File: src/rtl/pseq_pkg.sv
package pseq_pkg;

  typedef enum logic [2:0] {
    ACT_IDLE,
    ACT_STEP,
    ACT_JUMP,
    ACT_CALL,
    ACT_RET,
    ACT_FAULT
  } act_e;

  // Arbitrate the decoder strobes into one action for this cycle.
  function automatic act_e pick_action(input logic call, input logic ret,
                                       input logic jump, input logic step,
                                       input logic sp_full, input logic sp_empty);
    act_e a;
    if (call && ret)       a = ACT_FAULT;
    else if (call)         a = sp_full  ? ACT_FAULT : ACT_CALL;
    else if (ret)          a = sp_empty ? ACT_FAULT : ACT_RET;
    else if (jump)         a = ACT_JUMP;
    else if (step)         a = ACT_STEP;
    else                   a = ACT_IDLE;
    return a;
  endfunction

endpackage

File: src/rtl/pseq_regfile.sv
module pseq_regfile #(
  parameter int NREGS = 16,
  parameter int REG_W = 10,
  localparam int AW = $clog2(NREGS)
) (
  input  logic             clk,
  input  logic             we,
  input  logic [AW-1:0]    waddr,
  input  logic [REG_W-1:0] wdata,
  input  logic [AW-1:0]    stk_addr,
  output logic [REG_W-1:0] stk_data,
  input  logic [AW-1:0]    jmp_addr,
  output logic [REG_W-1:0] jmp_data,
  input  logic [AW-1:0]    gp_addr,
  output logic [REG_W-1:0] gp_data
);

  logic [REG_W-1:0] mem [NREGS];

  // Contents are never reset: they must survive every reset source.
  always_ff @(posedge clk) begin
    if (we) mem[waddr] <= wdata;
  end

  always_ff @(posedge clk) begin
    gp_data <= mem[gp_addr];
  end

  assign stk_data = mem[stk_addr];
  assign jmp_data = mem[jmp_addr];

endmodule

File: src/rtl/pseq_sp.sv
module pseq_sp
  import pseq_pkg::*;
#(
  parameter int DEPTH = 4,
  localparam int SP_W = $clog2(DEPTH)
) (
  input  logic            clk,
  input  logic            rst,
  input  act_e            act,
  output logic [SP_W-1:0] sp_q,
  output logic            fault_q
);

  always_ff @(posedge clk) begin
    if (rst) begin
      sp_q    <= '0;
      fault_q <= 1'b0;
    end else begin
      fault_q <= (act == ACT_FAULT);
      case (act)
        ACT_FAULT: sp_q <= '0;
        ACT_CALL:  sp_q <= sp_q + SP_W'(1);
        ACT_RET:   sp_q <= sp_q - SP_W'(1);
        default:   sp_q <= sp_q;
      endcase
    end
  end

endmodule

File: src/rtl/pseq_pc.sv
module pseq_pc
  import pseq_pkg::*;
#(
  parameter int PC_W  = 10,
  parameter int REG_W = 10
) (
  input  logic             clk,
  input  logic             rst,
  input  act_e             act,
  input  logic [PC_W-1:0]  call_tgt,
  input  logic             jmp_src,
  input  logic [PC_W-1:0]  jmp_mask,
  input  logic [PC_W-1:0]  jmp_imm,
  input  logic [REG_W-1:0] jmp_reg_val,
  input  logic [REG_W-1:0] ret_val,
  output logic [PC_W-1:0]  pc_q
);

  logic [PC_W-1:0] jmp_tgt;
  logic [PC_W-1:0] pc_nxt;

  always_comb begin
    jmp_tgt = jmp_src ? jmp_reg_val[PC_W-1:0] : jmp_imm;
    case (act)
      ACT_FAULT: pc_nxt = '0;
      ACT_CALL:  pc_nxt = call_tgt;
      ACT_RET:   pc_nxt = ret_val[PC_W-1:0] + PC_W'(2);
      ACT_JUMP:  pc_nxt = (pc_q & ~jmp_mask) | (jmp_tgt & jmp_mask);
      ACT_STEP:  pc_nxt = pc_q + PC_W'(1);
      default:   pc_nxt = pc_q;
    endcase
  end

  always_ff @(posedge clk) begin
    if (rst) pc_q <= '0;
    else     pc_q <= pc_nxt;
  end

endmodule

File: src/rtl/pseq_top.sv
module pseq_top
  import pseq_pkg::*;
#(
  parameter int PC_W   = 10,
  parameter int WORD_W = 5,
  parameter int NREGS  = 16,
  parameter int DEPTH  = 4,
  localparam int REG_W = 2 * WORD_W,
  localparam int RA_W  = $clog2(NREGS),
  localparam int SP_W  = $clog2(DEPTH)
) (
  input  logic             clk,
  input  logic             rst,
  input  logic             clr_all,
  input  logic             step_i,
  input  logic             jump_i,
  input  logic             jmp_src_i,
  input  logic [PC_W-1:0]  jmp_mask_i,
  input  logic [PC_W-1:0]  jmp_imm_i,
  input  logic [RA_W-1:0]  jmp_reg_i,
  input  logic             call_i,
  input  logic [PC_W-1:0]  call_tgt_i,
  input  logic             ret_i,
  input  logic             gp_we_i,
  input  logic [RA_W-1:0]  gp_addr_i,
  input  logic [REG_W-1:0] gp_wdata_i,
  output logic [REG_W-1:0] gp_rdata_o,
  output logic [PC_W-1:0]  pc_o,
  output logic [SP_W-1:0]  sp_o,
  output logic             cpu_rst_o
);

  localparam logic [RA_W-1:0] TOP_REG = RA_W'(NREGS - 1);

  logic             rst_any;
  act_e             act;
  logic [SP_W-1:0]  sp_dec;
  logic [RA_W-1:0]  push_slot;
  logic [RA_W-1:0]  pop_slot;
  logic             rf_we;
  logic [RA_W-1:0]  rf_waddr;
  logic [REG_W-1:0] rf_wdata;
  logic [REG_W-1:0] stk_rd;
  logic [REG_W-1:0] jreg_rd;
  logic [PC_W-1:0]  pc_inc;

  assign rst_any = rst | clr_all;

  always_comb begin
    if (rst_any) act = ACT_IDLE;
    else act = pick_action(call_i, ret_i, jump_i, step_i,
                           (sp_o == '1), (sp_o == '0));
  end

  // Stack slots grow downward from the highest register.
  assign sp_dec    = sp_o - SP_W'(1);
  assign push_slot = TOP_REG - RA_W'(sp_o);
  assign pop_slot  = TOP_REG - RA_W'(sp_dec);
  assign pc_inc    = pc_o + PC_W'(1);

  // One write port: a call push takes it over from the general port.
  always_comb begin
    if (act == ACT_CALL) begin
      rf_we    = 1'b1;
      rf_waddr = push_slot;
      rf_wdata = REG_W'(pc_inc);
    end else begin
      rf_we    = gp_we_i;
      rf_waddr = gp_addr_i;
      rf_wdata = gp_wdata_i;
    end
  end

  pseq_regfile #(.NREGS(NREGS), .REG_W(REG_W)) u_rf (
    .clk      (clk),
    .we       (rf_we),
    .waddr    (rf_waddr),
    .wdata    (rf_wdata),
    .stk_addr (pop_slot),
    .stk_data (stk_rd),
    .jmp_addr (jmp_reg_i),
    .jmp_data (jreg_rd),
    .gp_addr  (gp_addr_i),
    .gp_data  (gp_rdata_o)
  );

  pseq_sp #(.DEPTH(DEPTH)) u_sp (
    .clk     (clk),
    .rst     (rst_any),
    .act     (act),
    .sp_q    (sp_o),
    .fault_q (cpu_rst_o)
  );

  pseq_pc #(.PC_W(PC_W), .REG_W(REG_W)) u_pc (
    .clk         (clk),
    .rst         (rst_any),
    .act         (act),
    .call_tgt    (call_tgt_i),
    .jmp_src     (jmp_src_i),
    .jmp_mask    (jmp_mask_i),
    .jmp_imm     (jmp_imm_i),
    .jmp_reg_val (jreg_rd),
    .ret_val     (stk_rd),
    .pc_q        (pc_o)
  );

endmodule

File: config.mk
export PLATFORM = sky130hd
export DESIGN_NAME = pseq_top
export DESIGN_NICKNAME = d
export VERILOG_FILES = /design/src/rtl/pseq_pkg.sv /design/src/rtl/pseq_regfile.sv /design/src/rtl/pseq_sp.sv /design/src/rtl/pseq_pc.sv /design/src/rtl/pseq_top.sv
export SDC_FILE = /design/constraint.sdc
export NUM_CORES = 1
export LEC_CHECK = 0
export ABC_AREA = 1
export ABC_CLOCK_PERIOD_IN_PS = 7000
export BUFFER_PORTS_ARGS = -buffer_cell sky130_fd_sc_hd__buf_2
export CAP_MARGIN = 20
export CORE_MARGIN = 2
export CORE_UTILIZATION = 30
export CTS_CLUSTER_DIAMETER = 120
export DETAILED_ROUTE_END_ITERATION = 8
export GPL_TIMING_DRIVEN = 1
export SLEW_MARGIN = 30
export SYNTH_ARGS = -nofsm -noshare
export SYNTH_HDL_FRONTEND = slang
export SYNTH_SLANG_ARGS = --single-unit
export TNS_END_PERCENT = 50
File: constraint.sdc
create_clock -name clk -period 7 [get_ports clk]
set_clock_uncertainty 0.2 [all_clocks]
set_input_delay 1.4 -clock clk [delete_from_list [all_inputs] [get_ports clk]]
set_output_delay 1.4 -clock clk [all_outputs]
set_load 0.05 [all_outputs]
## Yosys cells after proc, flatten, opt, wreduce, memory -nomap -nowiden

Memories as Yosys holds them, arrays and structs flattened. A register that Yosys moved wholly into a read port is not among the register bits.
Cells that the tools add are included.

- Multiplexer cells: 16
- Divide/modulo/power cells: 0
- $mul: 0
- Bitwise operators: 5
- Shift operators: 0
- $add $sub $neg: 6
- Eq/ne operators: 6
- Reductions and logical operators: 4
- Magnitude comparators: 0

Operators with widths:

| operator | count |
|---|---|
| $pmux 10 s5 | 1 |
| $and 10x10->10 | 2 |
| $mux 10 | 2 |
| $mux 3 | 5 |
| $add 10x1->10 const B | 1 |
| $add 10x2->10 const B | 1 |
| $not 10->10 | 1 |
| $or 10x10->10 | 1 |
| $sub 1x3->4 const A | 2 |
| $eq 3x2->1 const B | 2 |
| $eq 3x3->1 const B | 2 |
| $pmux 2 s3 | 1 |
| $mux 1 | 5 |
| $reduce_bool 5->1 | 1 |
| $mux 4 | 1 |
| $eq 3x1->1 const B | 1 |
| $reduce_bool 3->1 | 1 |
| $add 2x1->2 const B | 1 |
| $eq 2x2->1 const B | 1 |
| $logic_not 2->1 | 1 |
| $mux 2 | 1 |
| $sub 2x1->2 const B | 1 |
| $logic_and 1x1->1 | 1 |
| $or 1x1->1 | 1 |

- ROM bits: 0
- Output and inout port bits: 23
- Word-level logic and storage cells: 41
- Bits in registers: 13
- Memories: 1
- Bits in latches: 0
- Bits in writable memories: 160

Memory list:

| name | words | bits a word | read ports | clocked after Yosys merged registers in | wr ports | RTL line | RTL |
|---|---|---|---|---|---|---|---|
| u_rf.mem | 16 | 10 | 3 | 1 | 1 | pseq_regfile.sv:18 | `logic [REG_W-1:0] mem [NREGS];` |

## Logic depth before layout (Yosys ltp)

Gate-level depths: netlist of the first run.

- Word-level depth: 10
- Mapped depth: 15
- Mapped depth without buffers: 14

## By module

Synthesis of the first run repeated with hierarchy kept, for this count alone.

- Cells, all modules: 1769
- Area, all modules: 12309.3 sq um

By module, submodules not included:

| module | times used | area each (sq um) | cells each |
|---|---|---|---|
| pseq_regfile | 1 | 10395.0 | 1392 |
| pseq_pc | 1 | 1242.4 | 240 |
| pseq_top | 1 | 491.7 | 105 |
| pseq_sp | 1 | 180.2 | 32 |

## Least setup slack after synthesis of the first run

OpenSTA, ideal clock, no wires.

- Path kind: in2reg
- Start point: in ret_i
- End point: mem u_rf.mem[0][0], enable pin
- Setup slack: 3.619 ns
- Stages: 8
- Buffers on the path: 1
- Data arrival time: 2.805 ns
- Cell sequence: a21oi_1 nand2_2 nand2_2 inv_2 buf_6 nor2_1 nand3_1 nor2_1

- Cells in the longest elaborated chain, start to end: 8
- Elaborated cells on any way between the ends: 10
- Those cells by class: 1 x eq/ne; 8 x mux; 1 x reduce/logical

RTL lines:

| item | RTL line | RTL |
|---|---|---|
| from (decl) | pseq_top.sv:23 | `input logic ret_i,` |
| $mux 3 | pseq_pkg.sv:19 | `else if (ret) a = sp_empty ? ACT_FAULT : ACT_RET;` |
| $mux 3 | pseq_pkg.sv:18 | `else if (call) a = sp_full ? ACT_FAULT : ACT_CALL;` |
| $mux 3 * | pseq_pkg.sv:17 | `if (call && ret) a = ACT_FAULT;` |
| $mux 3 * | pseq_top.sv:50 | `if (rst_any) act = ACT_IDLE;` |
| $eq 3x2->1 * | pseq_top.sv:63 | `if (act == ACT_CALL) begin` |
| $mux 1 | pseq_top.sv:63 |  |
| $mux 1 | pseq_regfile.sv:22 | `if (we) mem[waddr] <= wdata;` |
| $mux 1 (implied by the code) | pseq_regfile.sv:22 |  |
| to (decl) | pseq_regfile.sv:18 |  |

Mark *: on every way between the ends. The rest lies on a longest branch, timed or not.

## Worst setup path after layout of the first run

- Start point: in call_i
- End point: mem u_rf.mem[10][7], enable pin

- Cells in the longest elaborated chain, start to end: 7
- Elaborated cells on any way between the ends: 9
- Those cells by class: 1 x eq/ne; 7 x mux; 1 x reduce/logical

RTL lines:

| item | RTL line | RTL |
|---|---|---|
| from (decl) | pseq_top.sv:21 | `input logic call_i,` |
| $mux 3 or $logic_and 1x1->1 (tied branches) | pseq_pkg.sv:18, pseq_pkg.sv:17 |  |
| $mux 3 * | pseq_pkg.sv:17 |  |
| $mux 3 * | pseq_top.sv:50 |  |
| $eq 3x2->1 * | pseq_top.sv:63 |  |
| $mux 1 | pseq_top.sv:63 |  |
| $mux 1 | pseq_regfile.sv:22 |  |
| $mux 1 (implied by the code) | pseq_regfile.sv:22 |  |

Marked as above.

==> results of run 1 <==
[cell type report]
type / count / area, um2 / share of cell area
tap: 448 / 560.5 / 0.04852
clock buffer: 18 / 429.2 / 0.03715
timing repair buffer: 96 / 543.0 / 0.04700
clock inverter: 13 / 195.2 / 0.01689
inverter: 126 / 486.7 / 0.04213
multi-input combinational: 837 / 4069 / 0.3522
antenna: 2 / 5.005 / 0.0004332
sequential: 183 / 5265 / 0.4557
[stage by stage]
stage | std cells | area (um2)
after floorplan | 1218 | 10150
after global placement | 1689 | 10860
after detailed placement | 1689 | 10880
after CTS | 1720 | 11510
after global routing | 1723 | 11550
final | 1723 | 11550
[power by group through the flow]
stage	clock network (W)	logic [W]	registers [W]
floorplan	0	0.000189	0.00128
global placement	0	0.000323	0.00125
detailed placement	0	0.000327	0.00125
CTS	0.00104	0.000328	0.00122
global route	0.00108	0.000363	0.00123
finish	0.00104	0.000333	0.00123
[worst max-delay path, stage by stage]
cell and delay [ps]:
buf_2 110, a21oi_1 180, nand2_2 150, nand2_2 430, inv_2 260, nor2_1 190, nand3_1 200, nor2_1 760
[cell families (layout without fill, tap and decap cells)]
group	after synthesis	count (layout)	share of synthesized area
fa+ha+maj	4	4	0.004933
compound gates	244	244	0.1313
simple gates	581	581	0.2547
other cells	0	2	0
buf+inv	198	253	0.08324
flops	183	183	0.5189
xor+xnor	8	8	0.006906
[how the worst min path moves through the flow]
stage                   start              end  slack [ps]  depth (start not counted)
2_1_floorplan  u_rf.mem[3][5]  u_rf.gp_data[5]         370                          4
3_3_place_gp     u_pc.pc_q[7]     u_pc.pc_q[7]         390                          4
3_5_place_dp     u_pc.pc_q[7]     u_pc.pc_q[7]         400                          4
4_1_cts          u_pc.pc_q[7]     u_pc.pc_q[7]         420                          4
5_1_grt          u_pc.pc_q[9]     u_pc.pc_q[9]         480                          4
6_report       u_rf.mem[4][7]  u_rf.gp_data[7]         440                          4
[Yosys cell counts (4+ instances only)]
master | count | area [um2]
nand2_1 | 291 | 1092
nand3_1 | 172 | 860.8
edfxtp_1 | 160 | 4805
inv_1 | 114 | 427.9
o21ai_0 | 101 | 505.5
a21oi_1 | 83 | 415.4
nor2_1 | 78 | 292.8
clkbuf_1 | 37 | 138.9
dfxtp_1 | 23 | 460.4
buf_2 | 19 | 95.09
o211ai_1 | 16 | 120.1
o21ai_1 | 16 | 80.08
nand3_2 | 10 | 100.1
o22ai_1 | 10 | 62.56
buf_4 | 9 | 67.56
inv_2 | 9 | 33.78
o221ai_1 | 9 | 78.83
nand4_1 | 8 | 50.05
a21boi_0 | 5 | 37.54
nand2_2 | 5 | 31.28
nor2_2 | 5 | 31.28
nor2_4 | 5 | 56.30
xor2_1 | 5 | 43.79
buf_6 | 4 | 45.04
ha_1 | 4 | 50.05
[registers in the layout (all words and copies together), names as in the netlist]
signal and cells:
u_sp.sp_q 2, u_rf.mem 160, u_rf.gp_data 10, u_pc.pc_q 10, u_sp.fault_q 1
[layer usage]
layer  up-vias  track usage  part of all wire
met2       360       0.2930              0.47
met3        68      0.02564             0.061
met5         -            0                 0
met1      4287       0.2335              0.43
li1       4225            -                 -
met4         0      0.08813             0.035
==> metrics, run 1 <==
Post-Syn Nets 1279; post-route antenna net violation count 0; ratio of total power to cell area 224.7 nW/um2; primary flip-flop cell chosen by synthesis mapping edfxtp_1; Placement Rows 67; peak supply drop about 0.00013 V; core occupancy in the finished layout 0.3454; final worst-path setup slack roughly 3200 ps; fraction of layout instances using a drive strength above 1 0.1414; Final Hold Vio Count 0; clock root buffer clkbuf_16; start point of the critical path call_i; FFs w/ async S/R, synth 0; Worst setup EP type flop; average cell area after synthesis about 8.3 um2; DRT Wirelength roughly 32000 um; register clock-pin slew on the reported worst setup and hold paths approximately 70 ps; number of enable-type register cells in the synthesized netlist 160; overall routing resource usage 0.1794; cell count of the worst reg-to-reg path 9; Worst Hold Margin 436.3 ps; post-cts sizing count 0; count of hold-fix buffers inserted at cts 0; Critical Path Fanout Max 27; Crit Reg-Reg Startpoint u_sp.sp_q[1]; FF+latch count, synth ~180; clock network fraction of total power 0.400; H-tree levels 4; count of different cell masters after synthesis 37; Startpoint Class primary input; Skew-Pair Late Insertion Delay 440 ps; unrepaired setup endpoints after global routing false; worst min-delay path category flop to flop; Die H 187.9 um; Crit path arrival time 3690 ps; Period minus WS final 3839 ps; logic gate share of total power 0.128; Num CTS Buffers 17; area added between synthesis and finish 13.87%; CTS sink count 183; worst slack at placement 2627 ps; Routed wire per std cell 18.40 um; Seq/Total Area, Yosys 0.5189; sequential cell fraction of total power 0.472; total number of yosys warnings 0; final total power 0.002596 W; die area ~35000 um2; fin crit share 0.5484; number of buffer cells added on primary ports slightly below 80; commonest non-fill, non-tap cells in the layout nand2_1 (291), nand3_1 (172), edfxtp_1 (160), inv_1 (113), o21ai_0 (101); initial cell density of the core 0.3033; most frequent standard cell in the layout excluding fill and tap cells nand2_1; initial antenna violation count 2; vias in the first global route about 8600; fin. max-slew vios 0; Max-Slew Margin vs Limit 0.3568; post-DP HPWL 20650 um; standby leakage power roughly 4.6 nW; buffers from clock root to sink, at most 2; number of DRC violations after detailed-routing iteration 0 around 900; TritonRoute pass-1 iters 5; Fillers roughly 3400; internal power 0.001906 W; number of remaining DRC errors 0; count of mapped cells out of synthesis about 1200; setup total negative slack 0 ps; crit path capture u_rf.mem[10][7]; maximum achievable frequency 0.2605 GHz; netlist area before placement roughly 10000 um2; Least-Margin Pin Slew 964.8 ps; CP Data Required Time 6850 ps; R2R Setup Slk about 3400 ps; post-DR vias/cell 5.189; number of maximum-capacitance constraint violations 0; crit path kind primary input to flop; Die Wd 187.9 um; status complete, no violations; global-route wire length before repair 49060 um; switching part of the total power 0.2657; count of pins on the block boundary 80; largest net degree at the start of global routing 77; Net count, final about 1300; Final GP Congestion 0.8978; total net switching power 0.0006896 W; count of vias placed by the detailed router 8940; placeable core region 33450 um2; grt total ovfl 0; Post-CTS Setup Bufs 0; worst reg2reg endpoint u_rf.mem[10][7]; CTS tree done; endpoints failing setup 0
No activity file was read; power rests on OpenSTA's default activity.
==> inputs of run 2 (changes only) <==
--- a/config.mk
+++ b/config.mk
@@ -6,7 +6,7 @@
 export NUM_CORES = 1
 export LEC_CHECK = 0
 export ABC_AREA = 1
-export ABC_CLOCK_PERIOD_IN_PS = 7000
+export ABC_CLOCK_PERIOD_IN_PS = 3300
 export BUFFER_PORTS_ARGS = -buffer_cell sky130_fd_sc_hd__buf_2
 export CAP_MARGIN = 20
 export CORE_MARGIN = 2
==> constraint.sdc (replaced) <==
create_clock -name clk -period 3.3 [get_ports clk]
set_clock_uncertainty 0.2 [all_clocks]
set_input_delay 0.66 -clock clk [delete_from_list [all_inputs] [get_ports clk]]
set_output_delay 0.66 -clock clk [all_outputs]
set_load 0.05 [all_outputs]
==> metrics, run 2 (synthesis results as in run 1) <==
Fillers 3424; commonest non-fill, non-tap cells in the layout nand2_1 (291), nand3_1 (172), edfxtp_1 (160), inv_1 (113), o21ai_0 (101); peak supply drop between 0.0002 and 0.0003 V; crit path kind flop to flop; Placement Rows 67; Routed wire per std cell 18.56 um; number of maximum-capacitance constraint violations 0; Final GP Congestion about 0.85; register clock-pin slew on the reported worst setup and hold paths 70 ps; setup total negative slack 0 ps; buffers from clock root to sink, at most 2; die area 35310 um2; count of hold-fix buffers inserted at cts 0; largest net degree at the start of global routing 66; fraction of layout instances using a drive strength above 1 0.1597; fin. max-slew vios 0; count of vias placed by the detailed router slightly above 9000; Die Wd around 190 um; TritonRoute pass-1 iters 6; area added between synthesis and finish 17.25%; Least-Margin Pin Slew 880.6 ps; clock root buffer clkbuf_16; post-DP HPWL 22580 um; initial antenna violation count 3; post-cts sizing count 0; most frequent standard cell in the layout excluding fill and tap cells nand2_1; CP Data Required Time between 3000 and 4000 ps; count of pins on the block boundary 80; Post-CTS Setup Bufs 0; DRT Wirelength about 33000 um; H-tree levels 4; endpoints failing setup 0; max FFs per register 160; global-route wire length before repair 49450 um; Worst setup EP type flop; Critical Path Fanout Max 10; grt total ovfl 0; vias in the first global route 8628; Startpoint Class flop; worst min-delay path category flop to flop; fin crit share 0.9030; CTS sink count between 150 and 200; Max-Slew Margin vs Limit 0.4108; maximum achievable frequency 0.3356 GHz; Final Hold Vio Count 0; Die H between 150 and 200 um; overall routing resource usage 0.1849; CTS tree done; post-DR vias/cell 5.205; number of DRC violations after detailed-routing iteration 0 988; status complete, no violations; Period minus WS final around 3000 ps; ratio of total power to cell area 466.6 nW/um2; Num CTS Buffers 17; placeable core region 33450 um2; Biggest register u_rf.mem; number of buffer cells added on primary ports 79; standby leakage power 4.832 nW; unrepaired setup endpoints after global routing false; number of remaining DRC errors 0; post-route antenna net violation count 0; Net count, final approximately 1400; Skew-Pair Late Insertion Delay 430 ps; core occupancy in the finished layout 0.3557; Crit path arrival time roughly 2800 ps; largest registers in the final layout u_rf.mem x160, u_pc.pc_q x10, u_rf.gp_data x10; initial cell density of the core 0.3033
## run 2: changes by cell type in the layout (fill, tap and decap cells not counted), sizes merged
| cell | before | now |
|---|---|---|
| clkinvlp | 2 | 1 |
| inv | 127 | 128 |
| clkinv | 5 | 4 |
| diode | 2 | 1 |
| clkbuf | 18 | 20 |
| buf | 96 | 137 |
## run 2: final timing paths
path / startpoint / to / slack (ps) / depth (start not counted)
setup / recovery: u_sp.sp_q[1] / u_rf.mem[9][2] / 320 / 11
hold / removal: u_sp.sp_q[1] / u_sp.sp_q[1] / 330 / 2
setup reg to reg: u_sp.sp_q[1] / u_rf.mem[9][2] / 320 / 11
hold reg to reg: u_sp.sp_q[1] / u_sp.sp_q[1] / 330 / 2
## run 2: cell type report
type / instances / area [um2] / area share
Clock buffer: 20 / 446.7 / 0.03755
Tap cell: 448 / 560.5 / 0.04712
Timing Repair Buffer: 137 / 905.9 / 0.07615
Antenna cell: 1 / 2.502 / 0.0002103
Multi-Input combinational cell: 837 / 4041 / 0.3397
Clock inverter: 12 / 187.7 / 0.01578
Inverter: 126 / 486.7 / 0.04091
Sequential cell: 183 / 5265 / 0.4426
## run 2: report_power, final
| group | leakage, nW | total [W] | switching (W) | internal (W) |
|---|---|---|---|---|
| clock network | 0.308 | 0.00220 | 0.000896 | 0.00130 |
| registers | 1.64 | 0.00260 | 0.0000219 | 0.00258 |
| logic | 2.88 | 0.000752 | 0.000532 | 0.000220 |
| total | 4.83 | 0.00555 | 0.00145 | 0.00410 |
## run 2: stage by stage
stage	power (W)	hold WS (ps)	instances	worst slack (ps)	cell area, um2
after floorplan	0.003106	368.5	1218	108.8	10150
after global placement	0.003386	319.0	1731	315.2	11250
after CTS	0.005583	332.6	1763	361.1	11890
final	0.005550	332.6	1764	320.2	11900
after global routing	0.005752	341.7	1764	155.1	11900
after detailed placement	0.003391	326.9	1731	241.5	11250
## run 2: critical path: stages (launching register included)
cell and delay (ps):
dfxtp_1 370, inv_1 70, ha_1 190, a21oi_1 230
nand2_2 90, nand2_2 190, buf_4 160, a21oi_1 100
inv_2 70, nand2_1 100, buf_4 160, nor2_1 660
## run 2: routing by layer
metal	track usage	share of wire	wire length, um
met1	0.2437	0.42	13600
met2	0.2944	0.47	15240
met3	0.03069	0.078	2540
met4	0.09237	0.041	1334
met5	0	0.00040	13
